===== src/rtl/adc_seq_pkg.sv =====
package adc_seq_pkg;
  localparam int SEL_W = 3;
  localparam int ACQ_W = 5;

  typedef enum logic [1:0] {S_IDLE, S_ACQ, S_CONV, S_RECOV} seq_state_t;

  // Acquisition length in conversion periods: codes 0-3 step by 2, codes 4-7 step by 4 from 8.
  function automatic logic [ACQ_W-1:0] acq_tads(input logic [SEL_W-1:0] code);
    if (code[2]) return ACQ_W'(8) + {1'b0, code[1:0], 2'b00};
    else         return {2'b00, code[1:0], 1'b0};
  endfunction
endpackage


===== src/rtl/adc_tad_cnt.sv =====
module adc_tad_cnt #(
  parameter int W = 5
) (
  input  logic         clk,
  input  logic         rst,
  input  logic         tick,
  input  logic         load,
  input  logic [W-1:0] load_val,
  output logic         zero
);
  logic [W-1:0] cnt;

  always_ff @(posedge clk) begin
    if (rst)                     cnt <= '0;
    else if (load)               cnt <= load_val;
    else if (tick && cnt != '0)  cnt <= cnt - 1'b1;
  end

  assign zero = (cnt == '0);
endmodule


===== src/rtl/adc_sar_reg.sv =====
module adc_sar_reg #(
  parameter int RES_W = 10
) (
  input  logic             clk,
  input  logic             rst,
  input  logic             start,
  input  logic             advance,
  input  logic             cmp_in,
  output logic [RES_W-1:0] trial,
  output logic [RES_W-1:0] resolved,
  output logic             last
);
  localparam int PW = $clog2(RES_W + 1);
  localparam logic [PW-1:0] POS_DISC = PW'(RES_W);

  logic [PW-1:0]    pos;
  logic [RES_W-1:0] nxt;

  // Bit under test takes the comparator decision; the next lower bit is then tried.
  always_comb begin
    resolved = trial;
    for (int i = 0; i < RES_W; i++)
      if (PW'(i) == pos) resolved[i] = cmp_in;
    nxt = resolved;
    for (int i = 0; i < RES_W; i++)
      if (PW'(i + 1) == pos) nxt[i] = 1'b1;
  end

  always_ff @(posedge clk) begin
    if (rst || start) begin
      trial <= '0;
      pos   <= POS_DISC;
    end else if (advance) begin
      if (pos == POS_DISC) begin
        trial[RES_W-1] <= 1'b1;
        pos            <= PW'(RES_W - 1);
      end else begin
        trial <= nxt;
        if (pos != '0) pos <= pos - 1'b1;
      end
    end
  end

  assign last = (pos == '0);

  assert_msb_first_R3: assert property (@(posedge clk) disable iff (rst)
    (advance && !start && pos == POS_DISC) |=> ($countones(trial) == 1 && trial[RES_W-1]));
endmodule


===== src/rtl/adc_trig_gate.sv =====
module adc_trig_gate #(
  parameter int               MODE_W    = 4,
  parameter logic [MODE_W-1:0] TRIG_CODE = 4'b1011
) (
  input  logic              clk,
  input  logic              rst,
  input  logic              trig_evt,
  input  logic              enable,
  input  logic [MODE_W-1:0] mode_sel,
  output logic              start_req,
  output logic              timer_rst
);
  assign start_req = trig_evt && enable && (mode_sel == TRIG_CODE);

  always_ff @(posedge clk) begin
    if (rst) timer_rst <= 1'b0;
    else     timer_rst <= trig_evt;
  end

  assert_timer_rst_R10: assert property (@(posedge clk) disable iff (rst)
    trig_evt |=> timer_rst);
endmodule


===== src/rtl/adc_sar_seq.sv =====
module adc_sar_seq
  import adc_seq_pkg::*;
#(
  parameter int               RES_W     = 10,
  parameter int               BYTE_W    = 8,
  parameter int               MODE_W    = 4,
  parameter logic [MODE_W-1:0] TRIG_CODE = 4'b1011,
  parameter int               RECOV_TAD = 2
) (
  input  logic              clk,
  input  logic              rst,
  input  logic              tad_tick,
  input  logic              enable,
  input  logic [SEL_W-1:0]  acq_sel,
  input  logic              go_set,
  input  logic              go_clr,
  input  logic              trig_evt,
  input  logic [MODE_W-1:0] mode_sel,
  input  logic              cmp_in,
  input  logic              res_wr,
  input  logic [RES_W-1:0]  res_wr_data,
  input  logic              irq_clr,
  output logic              busy,
  output logic              hold_conn,
  output logic [RES_W-1:0]  sar_trial,
  output logic [BYTE_W-1:0] result_hi,
  output logic [BYTE_W-1:0] result_lo,
  output logic              irq_flag,
  output logic              timer_rst
);
  localparam int HI_PAD = 2 * BYTE_W - RES_W;
  localparam logic [ACQ_W-1:0] RECOV_LOAD = ACQ_W'(RECOV_TAD - 1);

  seq_state_t       state, state_n;
  logic [RES_W-1:0] result_q, sar_resolved;
  logic [ACQ_W-1:0] cnt_val, acq_n;
  logic             cnt_load, cnt_zero, sar_start, sar_adv, sar_last;
  logic             done, abort, begin_ok, trig_start, set_req, active;

  adc_trig_gate #(.MODE_W(MODE_W), .TRIG_CODE(TRIG_CODE)) u_trig (
    .clk(clk), .rst(rst), .trig_evt(trig_evt), .enable(enable),
    .mode_sel(mode_sel), .start_req(trig_start), .timer_rst(timer_rst));

  adc_tad_cnt #(.W(ACQ_W)) u_cnt (
    .clk(clk), .rst(rst), .tick(tad_tick), .load(cnt_load),
    .load_val(cnt_val), .zero(cnt_zero));

  adc_sar_reg #(.RES_W(RES_W)) u_sar (
    .clk(clk), .rst(rst), .start(sar_start), .advance(sar_adv),
    .cmp_in(cmp_in), .trial(sar_trial), .resolved(sar_resolved), .last(sar_last));

  assign set_req = (go_set && enable) || trig_start;
  assign active  = (state == S_ACQ) || (state == S_CONV);

  always_comb begin
    state_n   = state;
    cnt_load  = 1'b0;
    cnt_val   = '0;
    sar_start = 1'b0;
    sar_adv   = 1'b0;
    done      = 1'b0;
    abort     = 1'b0;
    begin_ok  = 1'b0;
    acq_n     = acq_tads(acq_sel);
    case (state)
      S_IDLE:  if (tad_tick && busy && !go_clr) begin_ok = 1'b1;
      S_ACQ:   if (go_clr) abort = 1'b1;
               else if (tad_tick && cnt_zero) begin
                 state_n   = S_CONV;
                 sar_start = 1'b1;
               end
      S_CONV:  if (go_clr) abort = 1'b1;
               else if (tad_tick) begin
                 sar_adv = 1'b1;
                 done    = sar_last;
               end
      S_RECOV: if (tad_tick && cnt_zero) begin
                 if (busy && !go_clr) begin_ok = 1'b1;
                 else                 state_n  = S_IDLE;
               end
      default: state_n = S_IDLE;
    endcase
    if (begin_ok) begin
      if (acq_n == '0) begin
        state_n   = S_CONV;
        sar_start = 1'b1;
      end else begin
        state_n  = S_ACQ;
        cnt_load = 1'b1;
        cnt_val  = acq_n - 1'b1;
      end
    end
    if (abort || done) begin
      state_n  = S_RECOV;
      cnt_load = 1'b1;
      cnt_val  = RECOV_LOAD;
    end
  end

  always_ff @(posedge clk) begin
    if (rst) begin
      state    <= S_IDLE;
      busy     <= 1'b0;
      result_q <= '0;
      irq_flag <= 1'b0;
    end else begin
      state <= state_n;
      if (set_req)        busy <= 1'b1;
      if (go_clr || done) busy <= 1'b0;
      if (done)                    result_q <= sar_resolved;
      else if (res_wr && !active)  result_q <= res_wr_data;
      if (done)         irq_flag <= 1'b1;
      else if (irq_clr) irq_flag <= 1'b0;
    end
  end

  assign hold_conn = (state != S_CONV);
  assign result_lo = result_q[BYTE_W-1:0];
  assign result_hi = {{HI_PAD{1'b0}}, result_q[RES_W-1:BYTE_W]};

  assert_done_flags_R4: assert property (@(posedge clk) disable iff (rst)
    $rose(irq_flag) |-> ($fell(busy) && $rose(hold_conn)));

  assert_abort_keeps_R6: assert property (@(posedge clk) disable iff (rst)
    (state == S_CONV && go_clr) |=> ($stable(result_q) && !busy && hold_conn));

  assert_recov_wait_R7: assert property (@(posedge clk) disable iff (rst)
    (state == S_RECOV && !cnt_zero) |=> (state == S_RECOV));

  assert_wr_block_R8: assert property (@(posedge clk) disable iff (rst)
    (state == S_ACQ && res_wr) |=> $stable(result_q));

  // with the converter disabled, nothing can raise busy.
  assert_disabled_idle_R11: assert property (@(posedge clk) disable iff (rst)
    (!enable && !busy) |=> !busy);
endmodule


===== config.mk =====
export PLATFORM = sky130hd
export DESIGN_NAME = adc_sar_seq
export DESIGN_NICKNAME = d
export VERILOG_FILES = /design/src/rtl/adc_seq_pkg.sv /design/src/rtl/adc_tad_cnt.sv /design/src/rtl/adc_sar_reg.sv /design/src/rtl/adc_trig_gate.sv /design/src/rtl/adc_sar_seq.sv
export SDC_FILE = /design/constraint.sdc
export NUM_CORES = 1
export LEC_CHECK = 0
export BUFFER_PORTS_ARGS = -buffer_cell sky130_fd_sc_hd__buf_2
export CAP_MARGIN = 5
export CORE_MARGIN = 2
export CORE_UTILIZATION = 35
export DETAILED_ROUTE_END_ITERATION = 8
export SLEW_MARGIN = 10
export SYNTH_ARGS = -nofsm -noshare
export SYNTH_HDL_FRONTEND = slang
export SYNTH_SLANG_ARGS = --single-unit

===== constraint.sdc =====
create_clock -name clk -period 1.9 [get_ports clk]
set_input_delay 0.38 -clock clk [delete_from_list [all_inputs] [get_ports clk]]
set_output_delay 0.38 -clock clk [all_outputs]
set_load 0.03 [all_outputs]

Word-level counts from Yosys, hierarchy flattened --
Cells that the tools add are included.
Word-level totals: bits in registers 34, input bits 27, output and inout port bits 30, word-level logic and storage cells 127
Cells by class: add/sub/neg operators 4, eq/ne operators 20, multiplexer cells 61, bitwise gates (word level) 1, reductions and logical operators 32
Operator list (count):
- 1-bit 2-to-1 mux | 42
- 5-bit 2-to-1 mux | 6
- 10-bit 2-to-1 mux | 2
- 3-bit by 4-bit == test with 1-bit output, first input constant | 4
- 2-bit 2-to-1 mux | 7
- 4-bit == test, first input constant | 3
- 5-bit zero test | 2
- 5-bit by 1-bit subtractor with 5-bit output, second input constant | 2
- 1-bit logical AND | 9
- 2-bit by 4-bit == test with 1-bit output, first input constant | 2
- 4-bit == test, second input constant | 2
- 4-bit 2-to-1 mux | 2
- 4-bit inequality test, second input constant | 2
- 2-bit nonzero test | 4
- 4-bit nonzero test | 2
- 4-bit by 4-bit adder with 5-bit output, first input constant | 1
- 1-bit logical OR | 5
- 5-bit AND reduction | 1
- 5-bit nonzero test | 1
- 1-bit by 4-bit == test with 1-bit output, first input constant | 1
- 2-bit == test, second input constant | 2
- 4-bit zero test | 1
- 4-bit by 2-bit inequality test with 1-bit output, second input constant | 1
- 4-bit by 3-bit inequality test with 1-bit output, second input constant | 1
- other kinds (10) | 13

Logic depth before layout (Yosys ltp) --
Gate-level depths: netlist (run 1).
depth in word-level cells 8, depth in mapped cells 8, gate-level depth less buffers 7

Hierarchy --
Synthesis (run 1) repeated with hierarchy kept, for this count alone.
Unflattened totals: cells, all modules 244, area total of the unflattened synthesis 2198.4 sq um
Modules (own cells, without submodules):
- adc_sar_seq | times used 1, cells each 109, area each 922.1 sq um
- adc_sar_reg | times used 1, cells each 93, area each 907.1 sq um
- adc_tad_cnt | times used 1, cells each 37, area each 326.6 sq um
- adc_trig_gate | times used 1, cells each 5, area each 42.5 sq um

Least setup slack after synthesis (run 1) --
Ideal clock, no wire load.
path type register to register, start register state[0], end register result_q[0], setup time 133 ps, arrival 1784 ps, setup slack -17 ps, stages on the path, launching flop included 9, path buffers 2, cell sequence dfxtp_1 inv_1 ha_1 nor2b_1 clkbuf_1 buf_2 mux2_2 nand2_1 a21oi_1
On the way: longest elaborated chain between the ends 5, elaborated cells on any way between the ends 8, those cells by class eq/ne: 2; mux: 2; reduce/logical: 4
Ends and longest elaborated chain:
- start: declaration | RTL line adc_sar_seq.sv:34 | seq_state_t state, state_n;
- start signal: assignment | RTL line adc_sar_seq.sv:107 | state <= state_n;
- 2-bit by 1-bit == test with 1-bit output or 2-bit == test (tied branches) | RTL line adc_sar_seq.sv:53, adc_sar_seq.sv:65
- 1-bit logical OR | RTL line adc_sar_seq.sv:53 | assign active = (state == S_ACQ) || (state == S_CONV);
- 1-bit zero test | RTL line adc_sar_seq.sv:111 | else if (res_wr && !active) result_q <= res_wr_data;
- 1-bit logical AND | RTL line adc_sar_seq.sv:111
- 2-bit nonzero test (no line)
- end signal: assignment | RTL line adc_sar_seq.sv:110 | if (done) result_q <= sar_resolved;
- end signal: assignment | RTL line adc_sar_seq.sv:111
- end: declaration | RTL line adc_sar_seq.sv:35 | logic [RES_W-1:0] result_q, sar_resolved;
Parallel ways exist; a longest one is shown, timed or not. A chain may end at the register's enable or synchronous reset.

Final worst setup path (run 1) --
start register u_cnt.cnt[1], end register u_sar.trial[8]
On the way: longest elaborated chain between the ends 8, elaborated cells on any way between the ends 10, those cells by class mux: 7; reduce/logical: 3
Ends and longest elaborated chain:
- start: declaration | RTL line adc_tad_cnt.sv:11 | logic [W-1:0] cnt;
- start signal: assignment | RTL line adc_tad_cnt.sv:15 | else if (load) cnt <= load_val;
- start signal: assignment | RTL line adc_tad_cnt.sv:16 | else if (tick && cnt != '0) cnt <= cnt - 1'b1;
- 5-bit zero test * | RTL line adc_tad_cnt.sv:19 | assign zero = (cnt == '0);
- 1-bit logical AND * | RTL line adc_sar_seq.sv:68, adc_sar_seq.sv:77
- 1-bit 2-to-1 mux | RTL line adc_sar_seq.sv:68 | else if (tad_tick && cnt_zero) begin
- 1-bit 2-to-1 mux | RTL line adc_sar_seq.sv:67 | S_ACQ: if (go_clr) abort = 1'b1;
- 1-bit 2-to-1 mux | RTL line adc_sar_seq.sv:65 | case (state)
- 1-bit 2-to-1 mux | RTL line adc_sar_seq.sv:84 | if (acq_n == '0) begin
- 1-bit 2-to-1 mux * | RTL line adc_sar_seq.sv:83 | if (begin_ok) begin
- 1-bit logical OR * | RTL line adc_sar_reg.sv:30 | if (rst || start) begin
- end signal: assignment | RTL line adc_sar_reg.sv:38 | trial <= nxt;
- end: declaration | RTL line adc_sar_reg.sv:9 | output logic [RES_W-1:0] trial,
Every way passes the cells marked *; elsewhere a longest branch is shown, timed or not.

==> results of run 1 <==
registers in the layout (all words and copies together) (netlist names):
name,cells
busy,1
state,2
u_trig.timer_rst,1
u_sar.trial,10
u_sar.pos,4
u_cnt.cnt,5
result_q,10
irq_flag,1
through the flow:
| step | hold WS (ns) | instance area, µm² | util |
|---|---|---|---|
| 6_report | 0.341 | 2830 | 0.481 |
| 5_1_grt | 0.347 | 2830 | 0.481 |
| 4_1_cts | 0.335 | 2660 | 0.451 |
| 3_5_place_dp | 0.472 | 2540 | 0.432 |
| 3_3_place_gp | 0.463 | 2540 | 0.432 |
| 2_1_floorplan | 0.459 | 2140 | - |
worst paths after layout:
check | startpoint | endpoint | depth (start not counted)
worst max-delay path | u_cnt.cnt[1]$_SDFFE_PP0P_ | u_sar.trial[8]$_SDFFE_PP0P_ | 8
worst min-delay path | trig_evt | u_trig.timer_rst$_SDFF_PP0_ | 2
worst max register to register | u_cnt.cnt[1]$_SDFFE_PP0P_ | u_sar.trial[8]$_SDFFE_PP0P_ | 8
worst min register to register | irq_flag$_SDFFE_PP0P_ | irq_flag$_SDFFE_PP0P_ | 2
cell usage in the layout, fill, tap and decap left out, drive strengths merged, types with 9 or more instances in the layout:
master / count
nor2b: 17
buf: 72
nand2: 18
dfxtp: 34
a21oi: 17
nor3: 9
a211oi: 22
nor2: 17
ha: 13
mux2i: 10
repair_timing:
item | CTS | global route
gates resized for setup | 0 | 27
endpoints found under the setup margin | 0 | 21
buffers inserted | 0 | 6
critical path: stages, from the launching register on:
cell and delay [ns]:
dfxtp_2 0.35, inv_2 0.04, ha_2 0.17, nor4b_4 0.13
buf_6 0.15, a21oi_4 0.14, nor3b_4 0.07, a311o_2 0.47
a311oi_2 0.27
where the power goes:
part | switching [µW] | internal [µW] | total, µW
clock | 255 | 419 | 675
combinational | 806 | 696 | 1500
sequential | 71.9 | 826 | 897
total | 1130 | 1940 | 3070
logic make-up (layout without fill, tap and decap cells):
kind of cell / Yosys count / after routing / share of synthesized area
AOI/OAI and AO/OA: 59 / 60 / 0.226
xor gates and xnor gates: 2 / 2 / 0.00827
adders and majority gates: 13 / 13 / 0.0768
buffers and inverters: 24 / 87 / 0.0632
DFF: 34 / 34 / 0.321
muxes: 12 / 12 / 0.0579
other: 1 / 6 / 0.00177
and+or+nand+nor: 87 / 88 / 0.245
metal layers:
| layer | wire [µm] | up-vias |
|---|---|---|
| li1 | - | 980 |
| met1 | 2620 | 874 |
| met2 | 2400 | 40 |
| met3 | 234 | 4 |
| met4 | 42 | 0 |
| met5 | 0 | - |
area by class of cell:
cell class | instances | area, µm²
tap | 75 | 93.8
clock inverter | 1 | 30.0
timing repair buffer | 72 | 457
multi-input combinational | 181 | 1450
sequential | 34 | 686
inverter | 8 | 30.0
clock buffer | 6 | 82.6
fill | 582 | 3060
==> results.txt, run 1 <==
Site Rows - 28
Netlist Area Pre-Place - 0.00212 mm²
Distinct cells, synth - 50
TritonCTS Buffers - 5
Max Fclk - 0.531 GHz
Worst skew pair latency - 0.28 ns
Die W - 81.8 µm
Power density cells - 1090 mW/mm²
Nets - 342
Cells after synthesis - 232
RSZ-0062 raised after global routing - true
Clock root cell - clkbuf_8
P&R area growth vs syn - 33.5%
Clock Tree Buf Depth - 2
Yosys reg bits - 34
Clock sink count - 34
First-iteration detailed-routing DRC count - 80
Status - finished, final reports clean
Initial antenna violation count - 0
Via count - 1898
Post-DP HPWL - 3660 µm
Leading post-synthesis cells by cell area - dfxtp_1, ha_1, a211oi_1
Peak VDD IR - 0.514 mV
Residual DRC count - 0
Crit Path Class - flip-flop to flip-flop
Synth warn - 0
Port Buffers - 50
Share of layout cells above drive strength 1 - 0.414
Routed Antenna Nets - 0
GRT overflow - 0
Fin. Hold Viols - 0
First-pass GRT wire length - 8070 µm
CP endpoint kind - flip-flop
Hold buffers post-CTS - 0
Area leader, netlist - dfxtp_1
Tmin final - 1.88 ns
Hold crit path type - input pin to flip-flop
Die Y - 81.8 µm
Max-Cap Viols - 0
Core ar. - 0.00589 mm²
Overall Power - 3070 µW
Slew Viols, Final - 0
Final setup vio count - 0
CTS tree - yes
M1 GR Usage - 0.226
Worst-path fanout max - 7
GP Congestion - 0.810
WL per Instance - 14.0 µm
Clk_skew - 0.00618 ns
TNS Setup - 0 ns
Most common cell in the netlist - dfxtp_1
Area share of the largest cell type after synthesis - 0.321
Most used DFF post-synth - dfxtp_1
Layout Cells excl Fill - 377
DIE AREA - 0.00669 mm²
Met2 GRT Util - 0.228
H-tree depth - 2
Final WS setup - 0.0174 ns
Dpl ws - -0.0430 ns
Critical path arrival - 2.08 ns
Diode count - 0
Vias per cell - 5.03
M3 GR Usage - 0.0363
Final worst path period share - 0.991
Post-synth top cells - dfxtp_1, a211oi_1, nand2_1
GRT Overall Usage - 0.156
Pre-Repair DR Iteration Count - 4
Sequential area share after synthesis - 0.321
Critical Path RT - 2.10 ns
Cell leakage power - 0.00121 µW
Post-synth EDFFs - 0
Gr busiest metal - met2
Initial core utilization - 0.360
Largest net degree at the start of global routing - 21
Avg Cell Area, Syn - 9.13 µm²
IO Count - 57
WL final - 5300 µm
Reg clk slew, reported paths - 0.07 ns
Asr flop ratio synth - 0
Critical path launch point type - flip-flop
Dpl cells - 363
R2R Setup Slk - 0.02 ns
Vias in the first global route - 1695
Power figures use the tool's default switching activity.
==> run 2, diff against run 1 <==
CORE_MARGIN = 8   (was 2)
==> run 2 against run 1 <==
Against the previous run: largest cell class unchanged; clock power shrank 14%; die area rose by 31%; critical path depth unchanged; cell count did not move; highest routed layer unchanged; sequential share of layout area rose by 0.58 points; flip-flop and latch count is the same; routed wire length up 8.6%; power shrank 5.3%; clock skew increased by 0.0069 ns; non-clock buffer count shrank 1.
==> results.txt, run 2 (synthesis results as in run 1) <==
Status - finished, final reports clean
Met3 routed WL - 400 µm (+71%)
IO Count - 57 (unchanged)
Clock sink count - 34 (unchanged)
Peak VDD IR - 0.391 mV (-24%)
Final worst path period share - 0.985 (-0.00571)
DIE AREA - 0.00880 mm² (+31%)
Core ar. - 0.00589 mm² (unchanged)
Largest stage delay, worst path - 0.38 ns (-0.09 ns)
GRT Overall Usage - 0.123 (-0.0326)
First-pass GRT wire length - 8810 µm (+9.2%)
Commonest non-fill, non-tap cell in the layout - buf_2
Diode count - 0 (unchanged)
Clk_skew - 0.0131 ns (+0.00695 ns)
CP max-delay cell - nor4b_4
CTS tree - yes
Reg clk slew, reported paths - 0.08 ns (about the same)
Wire length on met2 - 2630 µm (+9.8%)
H-tree depth - 2 (unchanged)
Critical Path RT - 2.08 ns (-0.02 ns)
Clock root cell - clkbuf_8
RSZ-0062 raised after global routing - true
Share of layout cells above drive strength 1 - 0.401 (-0.0132)
Fin. Hold Viols - 0 (unchanged)
Die W - 93.8 µm (+15%)
Hold slack final - 0.310 ns (-0.0313 ns)
Pre-Repair DR Iteration Count - 4 (unchanged)
P&R area growth vs syn - 30.2%
Critical path launch point type - flip-flop
Util after Layout - 0.469 (-0.0121)
Slew Viols, Final - 0 (unchanged)
GRT overflow - 0 (unchanged)
Highest Signal Layer - met4
Residual DRC count - 0 (unchanged)
CP endpoint kind - flip-flop
TritonCTS Buffers - 5 (unchanged)
Via count - 1943 (+2.4%)
Vias per cell - 5.15 (+2.4%)
Max Fclk - 0.534 GHz (+0.58%)
Vias in the first global route - 1865 (+10%)
Routed Antenna Nets - 0 (unchanged)
Worst skew pair latency - 0.30 ns (+0.02 ns)
Fillers - 604 (+3.8%)
Max-Cap Viols - 0 (unchanged)
Wire length on met1 - 2640 µm (+0.57%)
WL final - 5750 µm (+8.6%)
Power density cells - 1060 mW/mm² (-2.9%)
Final setup vio count - 0 (unchanged)
Worst-path fanout max - 5 (-2)
Critical path arrival - 2.05 ns (-0.03 ns)
Port Buffers - 50 (unchanged)
Nets - 341 (-0.29%)
Clock Tree Buf Depth - 2 (unchanged)
GP Congestion - 0.812 (+0.30%)
Site Rows - 28 (unchanged)
Die Y - 93.8 µm (+15%)
Tmin final - 1.87 ns (-0.0108 ns)
Initial antenna violation count - 0 (unchanged)
Post-DP HPWL - 4110 µm (+12%)
Crit Path Class - flip-flop to flip-flop
Cell leakage power - 0.00120 µW (-1.2%)
First-iteration detailed-routing DRC count - 78 (-2.5%)
Largest regs - result_q (10), u_sar.trial (10), u_cnt.cnt (5)
Crit-path cells - inv_1, ha_2, nor4b_4, buf_4, a32oi_1, a21oi_1, nor4b_1, nor3_1
Commonest cells after routing, fill and taps aside - buf_2, dfxtp_1, nand2_1, a211oi_1, buf_4
WL per Instance - 15.2 µm (+8.6%)
Largest net degree at the start of global routing - 21 (unchanged)
Initial core utilization - 0.360 (unchanged)
Hold crit path type - input pin to flip-flop
==> run 2: cell count changes in the layout (fill, tap and decap cells not counted), sizes merged <==
cell | before | now
bufinv | 1 | 0
buf | 72 | 71
clkinv | 0 | 1
clkinvlp | 0 | 1
==> run 2: power breakdown <==
part	total (µW)	switching, µW	internal [µW]
logic	1430	770	663
registers	895	71.8	824
clock network	582	290	292
==> run 2: path summary, 6_finish.rpt <==
path                              from               endpoint  depth (start not counted)  slack, ns
max          u_cnt.cnt[0]$_SDFFE_PP0P_  state[1]$_SDFFE_PP0P_                          8       0.03
max reg2reg  u_cnt.cnt[0]$_SDFFE_PP0P_  state[1]$_SDFFE_PP0P_                          8       0.03
min                             go_clr      busy$_SDFFE_PP0P_                          2       0.31
min reg2reg      irq_flag$_SDFFE_PP0P_  irq_flag$_SDFFE_PP0P_                          2       0.47
==> run 2: through the flow <==
stage	instances	instance area [µm²]	setup slack, ns	setup TNS, ns	total power [µW]
2_1_floorplan	237	2140	0.0271	0	1800
3_3_place_gp	363	2540	0.0137	0	2120
3_5_place_dp	363	2540	-0.0550	-0.185	2140
4_1_cts	371	2640	-0.000258	-0.000258	2720
5_1_grt	377	2760	-0.0568	-0.342	3100
6_report	377	2760	0.0282	0	2910
==> run 2: critical path: cells and delay by family (launching register included) <==
kind / cells / cell delay, ns
buffers and inverters: 2 / 0.28
AO/OA/AOI/OAI: 2 / 0.25
AND/OR/NAND/NOR: 3 / 0.75
adder cells (fa/ha/maj): 1 / 0.19
flip-flops: 1 / 0.31
==> run 2: per-layer routing <==
metal	GRT usage	vias up
li1	-	987
met2	0.193	61
met1	0.155	888
met3	0.0344	7
met5	0	-
met4	0.0489	0
==> run 2: area by class of cell <==
| class | instances | area (µm²) | share of cell area |
|---|---|---|---|
| multi-input cells | 181 | 1410 | 0.511 |
| repair buffers | 71 | 445 | 0.162 |
| flip-flops and latches | 34 | 684 | 0.248 |
| clock inverters | 2 | 12.5 | 0.00454 |
| well taps | 75 | 93.8 | 0.0340 |
| inverters | 8 | 30.0 | 0.0109 |
| clock buffers | 6 | 82.6 | 0.0299 |
==> run 2: timing repair <==
item / in CTS / in global routing
cloned: 0 / 2
hold buffers: 0 / 0
resized for setup: 0 / 19
buffers inserted: 0 / 5
setup endpoints to repair: 4 / 21
pin swaps: 1 / 7
==> run 3, diff against run 2 <==
CAP_MARGIN = default   (was 5)
CORE_UTILIZATION = 33   (was 35)
SLEW_MARGIN = default   (was 10)
==> run 3 against run 2 <==
Against the previous run: the flow now finishes with violations (setup timing); die area up 5.0%; register-to-register slack worse by 0.03 ns; utilization down 0.87 points.
==> results.txt, run 3 (synthesis results as in run 1) <==
Die W - 96.1 µm (+2.5%)
DIE AREA - 0.00924 mm² (+5.0%)
Site Rows - 29 (+3.6%)
Critical path arrival - 2.08 ns (+0.03 ns)
Util after Layout - 0.460 (-0.00870)
Critical Path RT - 2.08 ns (about the same)
CP endpoint kind - flip-flop
Routed Antenna Nets - 0 (unchanged)
Worst Reg-to-Reg Cells - 6 (-2)
Crit-path cells - inv_2, ha_4, and4bb_4, nor3b_4, a311o_2, a211o_1
Max-Cap Viols - 0 (unchanged)
P&R area growth vs syn - 36.3%
Commonest non-fill, non-tap cell in the layout - buf_2
Hold slack final - 0.318 ns (+0.00782 ns)
Hold path cells - 2 (unchanged)
Largest stage delay, worst path - 0.46 ns (+0.08 ns)
Commonest cells after routing, fill and taps aside - buf_2, dfxtp_1, buf_4
First-pass GRT wire length - 8660 µm (-1.7%)
Vias in the first global route - 1827 (-2.0%)
Port Buffers - 50 (unchanged)
Final setup vio count - 1 (+1)
TNS Setup - -0.00650 ns (-0.00650 ns)
Core ar. - 0.00628 mm² (+6.7%)
Hold_sp - trig_evt
Critical path launch point type - flip-flop
RSZ-0062 raised after global routing - true
Failing checks - setup timing
Hold crit path type - input pin to flip-flop
CP max-delay cell - a311o_2
Clock root cell - clkbuf_8
R2R Setup Slk - -0.007 ns (-0.03 ns)
Final WS setup - -0.00650 ns (-0.0347 ns)
Die Y - 96.1 µm (+2.5%)
Worst skew pair latency - 0.29 ns (about the same)
Worst-path fanout max - 7 (+2)
Top delay family on crit path - compound AO/OA/AOI/OAI gates
Layout Cells excl Fill - 391 (+3.7%)
Vias per cell - 5.22 (+1.3%)
Reg clk slew, reported paths - 0.07 ns (about the same)
RR Endpoint - u_sar.pos[1]$_SDFFE_PP1P_
Peak VDD IR - 0.422 mV (+8.0%)
Overall Power - 3020 µW (+3.8%)
Cell leakage power - 0.00127 µW (+6.1%)
Crit path buf inv count - 1 (-1)
Diode count - 0 (unchanged)
Share of layout cells above drive strength 1 - 0.446 (+0.0452)
Clock Tree Buf Depth - 2 (unchanged)
Fin. Hold Viols - 0 (unchanged)
Hold endpoint - u_trig.timer_rst$_SDFF_PP0_
Crit Path Class - flip-flop to flip-flop
Largest regs - result_q (10), u_sar.trial (10), u_cnt.cnt (5)
Nets - 354 (+3.8%)
Reg2reg start - state[0]$_SDFFE_PP0P_
Pre-Repair DR Iteration Count - 4 (unchanged)
Final worst path period share - 1.00 (+0.0183)
Dpl cells - 366 (+0.83%)
WL per Instance - 15.5 µm (+1.8%)
GP Congestion - 0.792 (-2.5%)
GRT Overall Usage - 0.118 (-0.00536)
Clk_skew - 0.00787 ns (-0.00526 ns)
Clock sink count - 34 (unchanged)
H-tree depth - 2 (unchanged)
CTS tree - yes
Tmin final - 1.91 ns (+0.0347 ns)
IO Count - 57 (unchanged)
TritonCTS Buffers - 5 (unchanged)
Slew Viols, Final - 0 (unchanged)
WL final - 6070 µm (+5.5%)
Largest net degree at the start of global routing - 21 (unchanged)
First-iteration detailed-routing DRC count - 124 (+59%)
Residual DRC count - 0 (unchanged)
Initial core utilization - 0.337 (-0.0225)
Status - finished with violations
Initial antenna violation count - 0 (unchanged)
Max Fclk - 0.525 GHz (-1.8%)
Post-DP HPWL - 4200 µm (+2.2%)
Power density cells - 1050 mW/mm² (-0.86%)
Via count - 2042 (+5.1%)
GRT overflow - 0 (unchanged)
[run 3: changes by cell type in the layout (fill, tap and decap cells not counted), sizes merged]
cell	before	now
buf	71	84
clkinv	1	2
clkinvlp	1	0
clkbuf	6	5
[run 3: power breakdown]
part | switching, µW | total (µW) | internal (µW)
Clock | 262 | 508 | 246
Combinational | 853 | 1620 | 765
Sequential | 71.3 | 895 | 824
Total | 1190 | 3020 | 1830
[run 3: routing by layer]
| metal | GRT usage | wire (µm) | up-vias |
|---|---|---|---|
| li1 | - | - | 1001 |
| met1 | 0.147 | 2620 | 966 |
| met2 | 0.188 | 2880 | 64 |
| met3 | 0.0250 | 428 | 11 |
| met4 | 0.0551 | 138 | 0 |
| met5 | 0 | 0 | - |
[run 3: worst max-delay path by stage]
stage	from	to	depth (start not counted)
finish	state[0]$_SDFFE_PP0P_	u_sar.pos[1]$_SDFFE_PP1P_	6
global route	u_cnt.cnt[1]$_SDFFE_PP0P_	state[1]$_SDFFE_PP0P_	8
CTS	state[0]$_SDFFE_PP0P_	u_cnt.cnt[3]$_SDFFE_PP0P_	7
detailed placement	acq_sel[2]	u_cnt.cnt[2]$_SDFFE_PP0P_	8
global placement	acq_sel[2]	u_sar.pos[1]$_SDFFE_PP1P_	7
floorplan	state[0]$_SDFFE_PP0P_	u_sar.pos[3]$_SDFFE_PP1P_	7
[run 3: area by class of cell]
cell class	count	area, µm²
timing repair buffer	84	526
multi-input combinational	181	1470
inverter	8	30.0
fill	624	3390
sequential	34	684
clock buffer	5	68.8
clock inverter	2	10.0
tap	77	96.3
[run 3: metrics by stage]
stage / instance area, µm² / worst slack, ns
after floorplan: 2140 / 0.0271
after global placement: 2530 / 0.0118
after detailed placement: 2530 / -0.0980
after CTS: 2630 / -0.00253
after global routing: 2890 / -0.0732
final: 2890 / -0.00650
[run 3: repair_timing]
action | in CTS | in global routing
setup endpoints to repair | 5 | 22
setup buffers | 2 | 14
hold buffers | 0 | 0
resized for setup | 0 | 32
cloned | 1 | 1
pin swaps | 1 | 13
